$ cat src/rtl/mpwm_pkg.sv
package mpwm_pkg;
    localparam int BYTE_W = 8;

    typedef enum logic [0:0] {
        DUTY_PARKED   = 1'b0,
        DUTY_COUNTING = 1'b1
    } duty_mode_e;
endpackage

$ cat src/rtl/mpwm_regfile.sv
module mpwm_regfile #(
    parameter int NUM_CH = 4,
    parameter int CNT_W  = 16,
    parameter int ADDR_W = 3
) (
    input  logic                              clk,
    input  logic                              rst_n,
    input  logic                              wr_en,
    input  logic [ADDR_W-1:0]                 wr_addr,
    input  logic [mpwm_pkg::BYTE_W-1:0]       wr_data,
    input  logic                              byte_mode,
    input  logic                              capture,
    output logic [CNT_W-1:0]                  period_stg,
    output logic [NUM_CH-2:0][CNT_W-1:0]      duty_work
);
    localparam int BW     = mpwm_pkg::BYTE_W;
    localparam int NBYTES = CNT_W / BW;

    typedef struct packed {
        logic [NUM_CH-1:0][CNT_W-1:0] stg;
        logic [NUM_CH-2:0][CNT_W-1:0] work;
    } rf_state_t;

    rf_state_t q, d;
    logic [NUM_CH-1:0][CNT_W-1:0] eff;

    // Effective compare values; 8-bit mode drops every byte above the lowest.
    always_comb begin
        for (int c = 0; c < NUM_CH; c++) begin
            eff[c] = byte_mode ? CNT_W'(q.stg[c][BW-1:0]) : q.stg[c];
        end
    end

    always_comb begin
        d = q;
        for (int c = 0; c < NUM_CH; c++) begin
            for (int b = 0; b < NBYTES; b++) begin
                if (wr_en && (wr_addr == ADDR_W'(c * NBYTES + b))) begin
                    d.stg[c][b*BW +: BW] = wr_data;
                end
            end
        end
        if (capture) begin
            for (int s = 0; s < NUM_CH - 1; s++) begin
                d.work[s] = eff[s+1];
            end
        end
    end

    always_ff @(posedge clk) begin
        if (!rst_n) begin
            q <= '0;
        end else begin
            q <= d;
        end
    end

    assign period_stg = eff[0];
    assign duty_work  = q.work;
endmodule

$ cat src/rtl/mpwm_period_ctr.sv
module mpwm_period_ctr #(
    parameter int CNT_W = 16
) (
    input  logic             clk,
    input  logic             rst_n,
    input  logic             start,
    input  logic             active,
    input  logic             cnt_en,
    input  logic [CNT_W-1:0] reload_val,
    output logic             expire,
    output logic             irq
);
    typedef struct packed {
        logic [CNT_W-1:0] cnt;
        logic             irq;
    } per_state_t;

    per_state_t q, d;

    assign expire = active && cnt_en && (q.cnt == '0);

    always_comb begin
        d     = q;
        d.irq = 1'b0;
        if (start) begin
            d.cnt = reload_val;
        end else if (expire) begin
            d.cnt = reload_val;
            d.irq = 1'b1;
        end else if (active && cnt_en) begin
            d.cnt = q.cnt - CNT_W'(1);
        end
    end

    always_ff @(posedge clk) begin
        if (!rst_n) begin
            q <= '0;
        end else begin
            q <= d;
        end
    end

    assign irq = q.irq;
endmodule

$ cat src/rtl/mpwm_duty_ctr.sv
module mpwm_duty_ctr #(
    parameter int CNT_W = 16
) (
    input  logic             clk,
    input  logic             rst_n,
    input  logic             start,
    input  logic             active,
    input  logic             cnt_en,
    input  logic             trig,
    input  logic [CNT_W-1:0] load_val,
    output logic             pwm,
    output logic             irq
);
    import mpwm_pkg::*;

    typedef struct packed {
        duty_mode_e       mode;
        logic [CNT_W-1:0] cnt;
        logic             pwm;
        logic             irq;
    } duty_state_t;

    duty_state_t q, d;

    always_comb begin
        d     = q;
        d.irq = 1'b0;
        if (!active) begin
            d.pwm = 1'b0;
            if (start) begin
                d.mode = DUTY_PARKED;
                d.cnt  = '1;
            end
        end else if (cnt_en) begin
            if (trig) begin
                // Retrigger wins over expiry: a long duty never ends early.
                if (load_val == '0) begin
                    d.mode = DUTY_PARKED;
                    d.cnt  = '1;
                    d.pwm  = 1'b0;
                    d.irq  = 1'b1;
                end else begin
                    d.mode = DUTY_COUNTING;
                    d.cnt  = load_val;
                    d.pwm  = 1'b1;
                end
            end else if (q.mode == DUTY_COUNTING) begin
                if (q.cnt == CNT_W'(1)) begin
                    d.mode = DUTY_PARKED;
                    d.cnt  = '1;
                    d.pwm  = 1'b0;
                    d.irq  = 1'b1;
                end else begin
                    d.cnt = q.cnt - CNT_W'(1);
                end
            end
        end
    end

    always_ff @(posedge clk) begin
        if (!rst_n) begin
            q      <= '0;
            q.mode <= DUTY_PARKED;
            q.cnt  <= '1;
        end else begin
            q <= d;
        end
    end

    assign pwm = q.pwm;
    assign irq = q.irq;
endmodule

$ cat src/rtl/mpwm_group.sv
module mpwm_group #(
    parameter  int NUM_SLAVES = 3,
    parameter  int CNT_W      = 16,
    localparam int NUM_CH     = NUM_SLAVES + 1,
    localparam int NBYTES     = CNT_W / mpwm_pkg::BYTE_W,
    localparam int ADDR_W     = $clog2(NUM_CH * NBYTES)
) (
    input  logic                        clk,
    input  logic                        rst_n,
    input  logic                        cnt_en,
    input  logic                        run,
    input  logic                        byte_mode,
    input  logic                        wr_en,
    input  logic [ADDR_W-1:0]           wr_addr,
    input  logic [mpwm_pkg::BYTE_W-1:0] wr_data,
    output logic [NUM_SLAVES-1:0]       pwm_out,
    output logic                        irq_period,
    output logic [NUM_SLAVES-1:0]       irq_duty
);
    typedef struct packed {
        logic run_q;
        logic trig_pend;
    } top_state_t;

    top_state_t q, d;

    logic                            start;
    logic                            active;
    logic                            expire;
    logic [CNT_W-1:0]                period_stg;
    logic [NUM_SLAVES-1:0][CNT_W-1:0] duty_work;

    assign start  = run && !q.run_q;
    assign active = run && q.run_q;

    // The duty trigger is held one count cycle after the period expiry.
    always_comb begin
        d       = q;
        d.run_q = run;
        if (!active) begin
            d.trig_pend = 1'b0;
        end else if (cnt_en) begin
            d.trig_pend = expire;
        end
    end

    always_ff @(posedge clk) begin
        if (!rst_n) begin
            q <= '0;
        end else begin
            q <= d;
        end
    end

    mpwm_regfile #(
        .NUM_CH (NUM_CH),
        .CNT_W  (CNT_W),
        .ADDR_W (ADDR_W)
    ) u_regs (
        .clk        (clk),
        .rst_n      (rst_n),
        .wr_en      (wr_en),
        .wr_addr    (wr_addr),
        .wr_data    (wr_data),
        .byte_mode  (byte_mode),
        .capture    (start || expire),
        .period_stg (period_stg),
        .duty_work  (duty_work)
    );

    mpwm_period_ctr #(
        .CNT_W (CNT_W)
    ) u_period (
        .clk        (clk),
        .rst_n      (rst_n),
        .start      (start),
        .active     (active),
        .cnt_en     (cnt_en),
        .reload_val (period_stg),
        .expire     (expire),
        .irq        (irq_period)
    );

    for (genvar s = 0; s < NUM_SLAVES; s++) begin : g_duty
        mpwm_duty_ctr #(
            .CNT_W (CNT_W)
        ) u_duty (
            .clk      (clk),
            .rst_n    (rst_n),
            .start    (start),
            .active   (active),
            .cnt_en   (cnt_en),
            .trig     (q.trig_pend),
            .load_val (duty_work[s]),
            .pwm      (pwm_out[s]),
            .irq      (irq_duty[s])
        );
    end
endmodule

$ cat config.mk
export PLATFORM = sky130hd
export DESIGN_NAME = mpwm_group
export DESIGN_NICKNAME = d
export VERILOG_FILES = /design/src/rtl/mpwm_pkg.sv /design/src/rtl/mpwm_regfile.sv /design/src/rtl/mpwm_period_ctr.sv /design/src/rtl/mpwm_duty_ctr.sv /design/src/rtl/mpwm_group.sv
export SDC_FILE = /design/constraint.sdc
export NUM_CORES = 1
export LEC_CHECK = 0
export BUFFER_PORTS_ARGS = -buffer_cell sky130_fd_sc_hd__clkbuf_2
export CELL_PAD_IN_SITES_DETAIL_PLACEMENT = 0
export CELL_PAD_IN_SITES_GLOBAL_PLACEMENT = 2
export CORE_MARGIN = 3
export CORE_UTILIZATION = 41
export DETAILED_ROUTE_END_ITERATION = 6
export GPL_ROUTABILITY_DRIVEN = 0
export PLACE_DENSITY = 0.91
export SETUP_SLACK_MARGIN = 0.3
export SYNTH_ARGS = -nofsm -noshare
export SYNTH_HDL_FRONTEND = slang
export SYNTH_HIERARCHICAL = 1
export SYNTH_SLANG_ARGS = --single-unit
$ cat constraint.sdc
create_clock -name clk -period 3.5 [get_ports clk]
set_clock_uncertainty 0.1 [all_clocks]
set_input_delay 0.35 -clock clk [delete_from_list [all_inputs] [get_ports clk]]
set_output_delay 0.35 -clock clk [all_outputs]
set_load 0.01 [all_outputs]
==> results_dict.tcl <==
set metrics [dict create \
    status "complete, no violations" \
    layout.nets 1053 \
    synth_seq_cells 188 \
    endpoint "u_regs/duty_work[44]$_SDFFE_PN0P_" \
    critPathKind "register to register" \
    startpoint "u_period/q[1]$_SDFFE_PN0P_" \
    synth_flop_cell "dfxtp_1" \
    required_ns 3.75 \
    postCtsSetupBuffers 0 \
    dieArea_mm2 0.0256 \
    dp.final_hpwl_um 15400 \
    rr_endpoint "u_regs/duty_work[44]$_SDFFE_PN0P_" \
    clockRootBuffer "clkbuf_16" \
    io_buffers 23 \
    die_w_um 160 \
    holdCritPathClass "input port to register" \
    worst_slew_pin_slew_ns 0.755 \
    area_growth_pct 5.17 \
    hold_viol 0 \
    grt-ovfl-total 0 \
    rsz0062_at_grt "no" \
    drt_iter0_markers 514 \
    p_leak_nw 3.90 \
    ff2ff_setup_slack_ns 0.89 \
    cts_tree "done" \
    synth_area_mm2 0.00971 \
    slew_viol_final 0 \
    fillCellCount 2306 \
    yosysWarnings 6 \
    finish.utilization_pct 44.4 \
    clk_pin_slew_ns 0.08 \
    max_slew_margin_pct 49.7 \
    clockBufferDepth 2 \
    cp.arrival_ns 2.85 \
    grt_max_degree 73 \
    insertion_delay_ns 0.44 \
    firstDrtPassIters 5 \
    vias 7456 \
    syn_nets 1113 \
    ys_async_sr_fraction_pct 0 \
    reg2regPathDepth 9 \
    drcViolationCount 0 \
    cts_resized 0 \
    ctsHoldBuffers 0 \
    grt_pass1_vias 6958 \
    fin_crit_sh_pct 74.5 \
    max_cap_violations 0 \
    p_per_area_mw_per_mm2 457 \
    htree_levels 4 \
    grt.total_usage_pct 17.9 \
    synth.distinct_cells 71 \
    die_h_um 160 \
    peakVddDrop_v 0.000253 \
    max_freq_mhz 384 \
    layout-drive-gt1-share_pct 11.6 \
    start_kind "register" \
    wirelength_um 23200 \
    endpoint_kind "register" \
    grt_antenna_before_repair 0 \
    fin_tns_setup_ns 0 \
    grt_first_pass_wirelength_um 37600 \
    postSynthAreaPerCell_um2 8.92 \
    cts.sinks 188 \
    netlist_instances 1088 \
    seq_area_frac_synth_pct 38.8 \
    core_mm2 0.0230 \
    io_pins 24 \
    initial_core_util_pct 42.2 \
    viasPerCell 5.51 \
    antennaDiodeCount 0 \
    finalCriticalPeriod_ns 2.61 \
    placementRows 55 \
    wl_per_cell_um 17.1 \
    critPathMaxFanout 72 \
    setup_viol 0 \
    worstReg2RegStart "u_period/q[1]$_SDFFE_PN0P_" \
    synth_edf_count 0 \
    final_antenna_net_count 0 \
    cts_made_buffers 17 \
]
metal layers:
metal,wire length (µm),track usage (%),part of all wire [%]
met5,0,0,0
met4,167,3.79,0.72
met3,950,3.45,4.1
met2,10700,28.4,46
met1,11400,25.6,49
critical path, stage by stage, from the launching register on:
cell and delay [ns]:
dfxtp_1 0.33, inv_1 0.10, ha_1 0.15, nor4b_1 0.35, nand4_2 0.39, nor2_1 0.25, or2_2 0.17, buf_12 0.29
nand3b_1 0.12, a21boi_0 0.21
area by class of cell:
class                      instances  area [µm²]  area share [%]
tap                              313         392            3.84
sequential                       188        3760            36.9
clock inverter                    14         204            2.00
multi-input combinational        761        5070            49.6
inverter                          17        63.8           0.625
clock buffer                      18         439            4.30
timing repair buffer              43         280            2.75
cell families after synthesis:
| kind of cell | Yosys count | share of synthesized area [%] |
|---|---|---|
| buffers and inverters | 139 | 9.06 |
| AO/OA/AOI/OAI | 190 | 14.2 |
| multiplexers | 97 | 10.0 |
| AND/OR/NAND/NOR | 459 | 26.3 |
| XOR/XNOR | 7 | 0.632 |
| flip-flops | 188 | 38.8 |
| adder cells (fa/ha/maj) | 8 | 1.03 |
power breakdown:
group | total [mW] | internal, mW | switching [mW]
registers | 2.20 | 2.17 | 0.0275
clock network | 2.12 | 1.23 | 0.893
logic | 0.341 | 0.125 | 0.216
total | 4.66 | 3.53 | 1.14
how the worst min path moves through the flow:
stage / cells after the start / start / end / slack [ns]
6_report: 2 / run / q[1]$_SDFF_PN0_ / 0.06
5_1_grt: 2 / run / q[1]$_SDFF_PN0_ / 0.08
4_1_cts: 2 / run / q[1]$_SDFF_PN0_ / 0.05
3_5_place_dp: 2 / u_regs/q[79]$_SDFFE_PN0P_ / u_regs/q[79]$_SDFFE_PN0P_ / 0.35
3_3_place_gp: 2 / u_regs/q[61]$_SDFFE_PN0P_ / u_regs/q[61]$_SDFFE_PN0P_ / 0.34
2_1_floorplan: 2 / u_regs/q[56]$_SDFFE_PN0P_ / u_regs/q[56]$_SDFFE_PN0P_ / 0.33
layout by cell type (no fill, tap or decap), drive strengths merged, types with 4 or more instances in the layout:
master,n
a311oi,10
a211oi,7
nor3b,10
o21ai,20
nand4,4
and2,9
ha,8
and4,4
nand2b,27
and3,7
nand3b,25
nor4,22
o21a,6
a2bb2oi,6
o22ai,22
mux2i,96
clkbuf,40
dfxtp,188
nor3,30
inv,21
buf,21
xor2,6
nor4b,4
or4,19
nand3,19
a22oi,4
or3,15
nand2,124
bufinv,4
a31oi,5
a21oi,41
a21boi,30
nor2b,33
o221a,4
o221ai,13
or2,14
or4b,4
clkinvlp,4
nor2,82
synth_stat cells (all sizes together) (15+ instances only):
| cell type | number | area share (%) |
|---|---|---|
| a21boi | 30 | 2.3 |
| a21oi | 41 | 2.2 |
| buf | 95 | 7.2 |
| clkbuf | 24 | 0.93 |
| dfxtp | 188 | 39 |
| inv | 16 | 0.62 |
| mux2i | 96 | 9.9 |
| nand2 | 124 | 4.9 |
| nand2b | 27 | 1.7 |
| nand3 | 19 | 0.98 |
| nand3b | 25 | 1.9 |
| nor2 | 82 | 3.2 |
| nor2b | 33 | 2.1 |
| nor3 | 30 | 1.5 |
| nor4 | 22 | 2.4 |
| o21ai | 20 | 1.1 |
| o22ai | 22 | 1.4 |
| or3 | 15 | 0.98 |
| or4 | 19 | 1.6 |
registers in the layout, summed over array words and instances, names as in the netlist:
name / cells
u_regs/duty_work: 48
g_duty.u_duty/irq: 3
q: 2
u_period/irq: 1
g_duty.u_duty/q: 51
g_duty.u_duty/pwm: 3
u_regs/q: 64
u_period/q: 16
through the flow:
step / setup WS [ns] / total power [mW] / instances / instance area [µm²] / hold slack, ns
6_report: 0.893 / 4.66 / 1354 / 10200 / 0.0640
3_5_place_dp: 0.962 / 2.59 / 1322 / 9570 / 0.349
2_1_floorplan: 1.21 / 2.49 / 1088 / 9710 / 0.334
3_3_place_gp: 0.999 / 2.58 / 1322 / 9570 / 0.343
5_1_grt: 0.583 / 4.83 / 1354 / 10200 / 0.0753
4_1_cts: 0.929 / 4.71 / 1354 / 10200 / 0.0537
(Power assumes the default switching activity.)
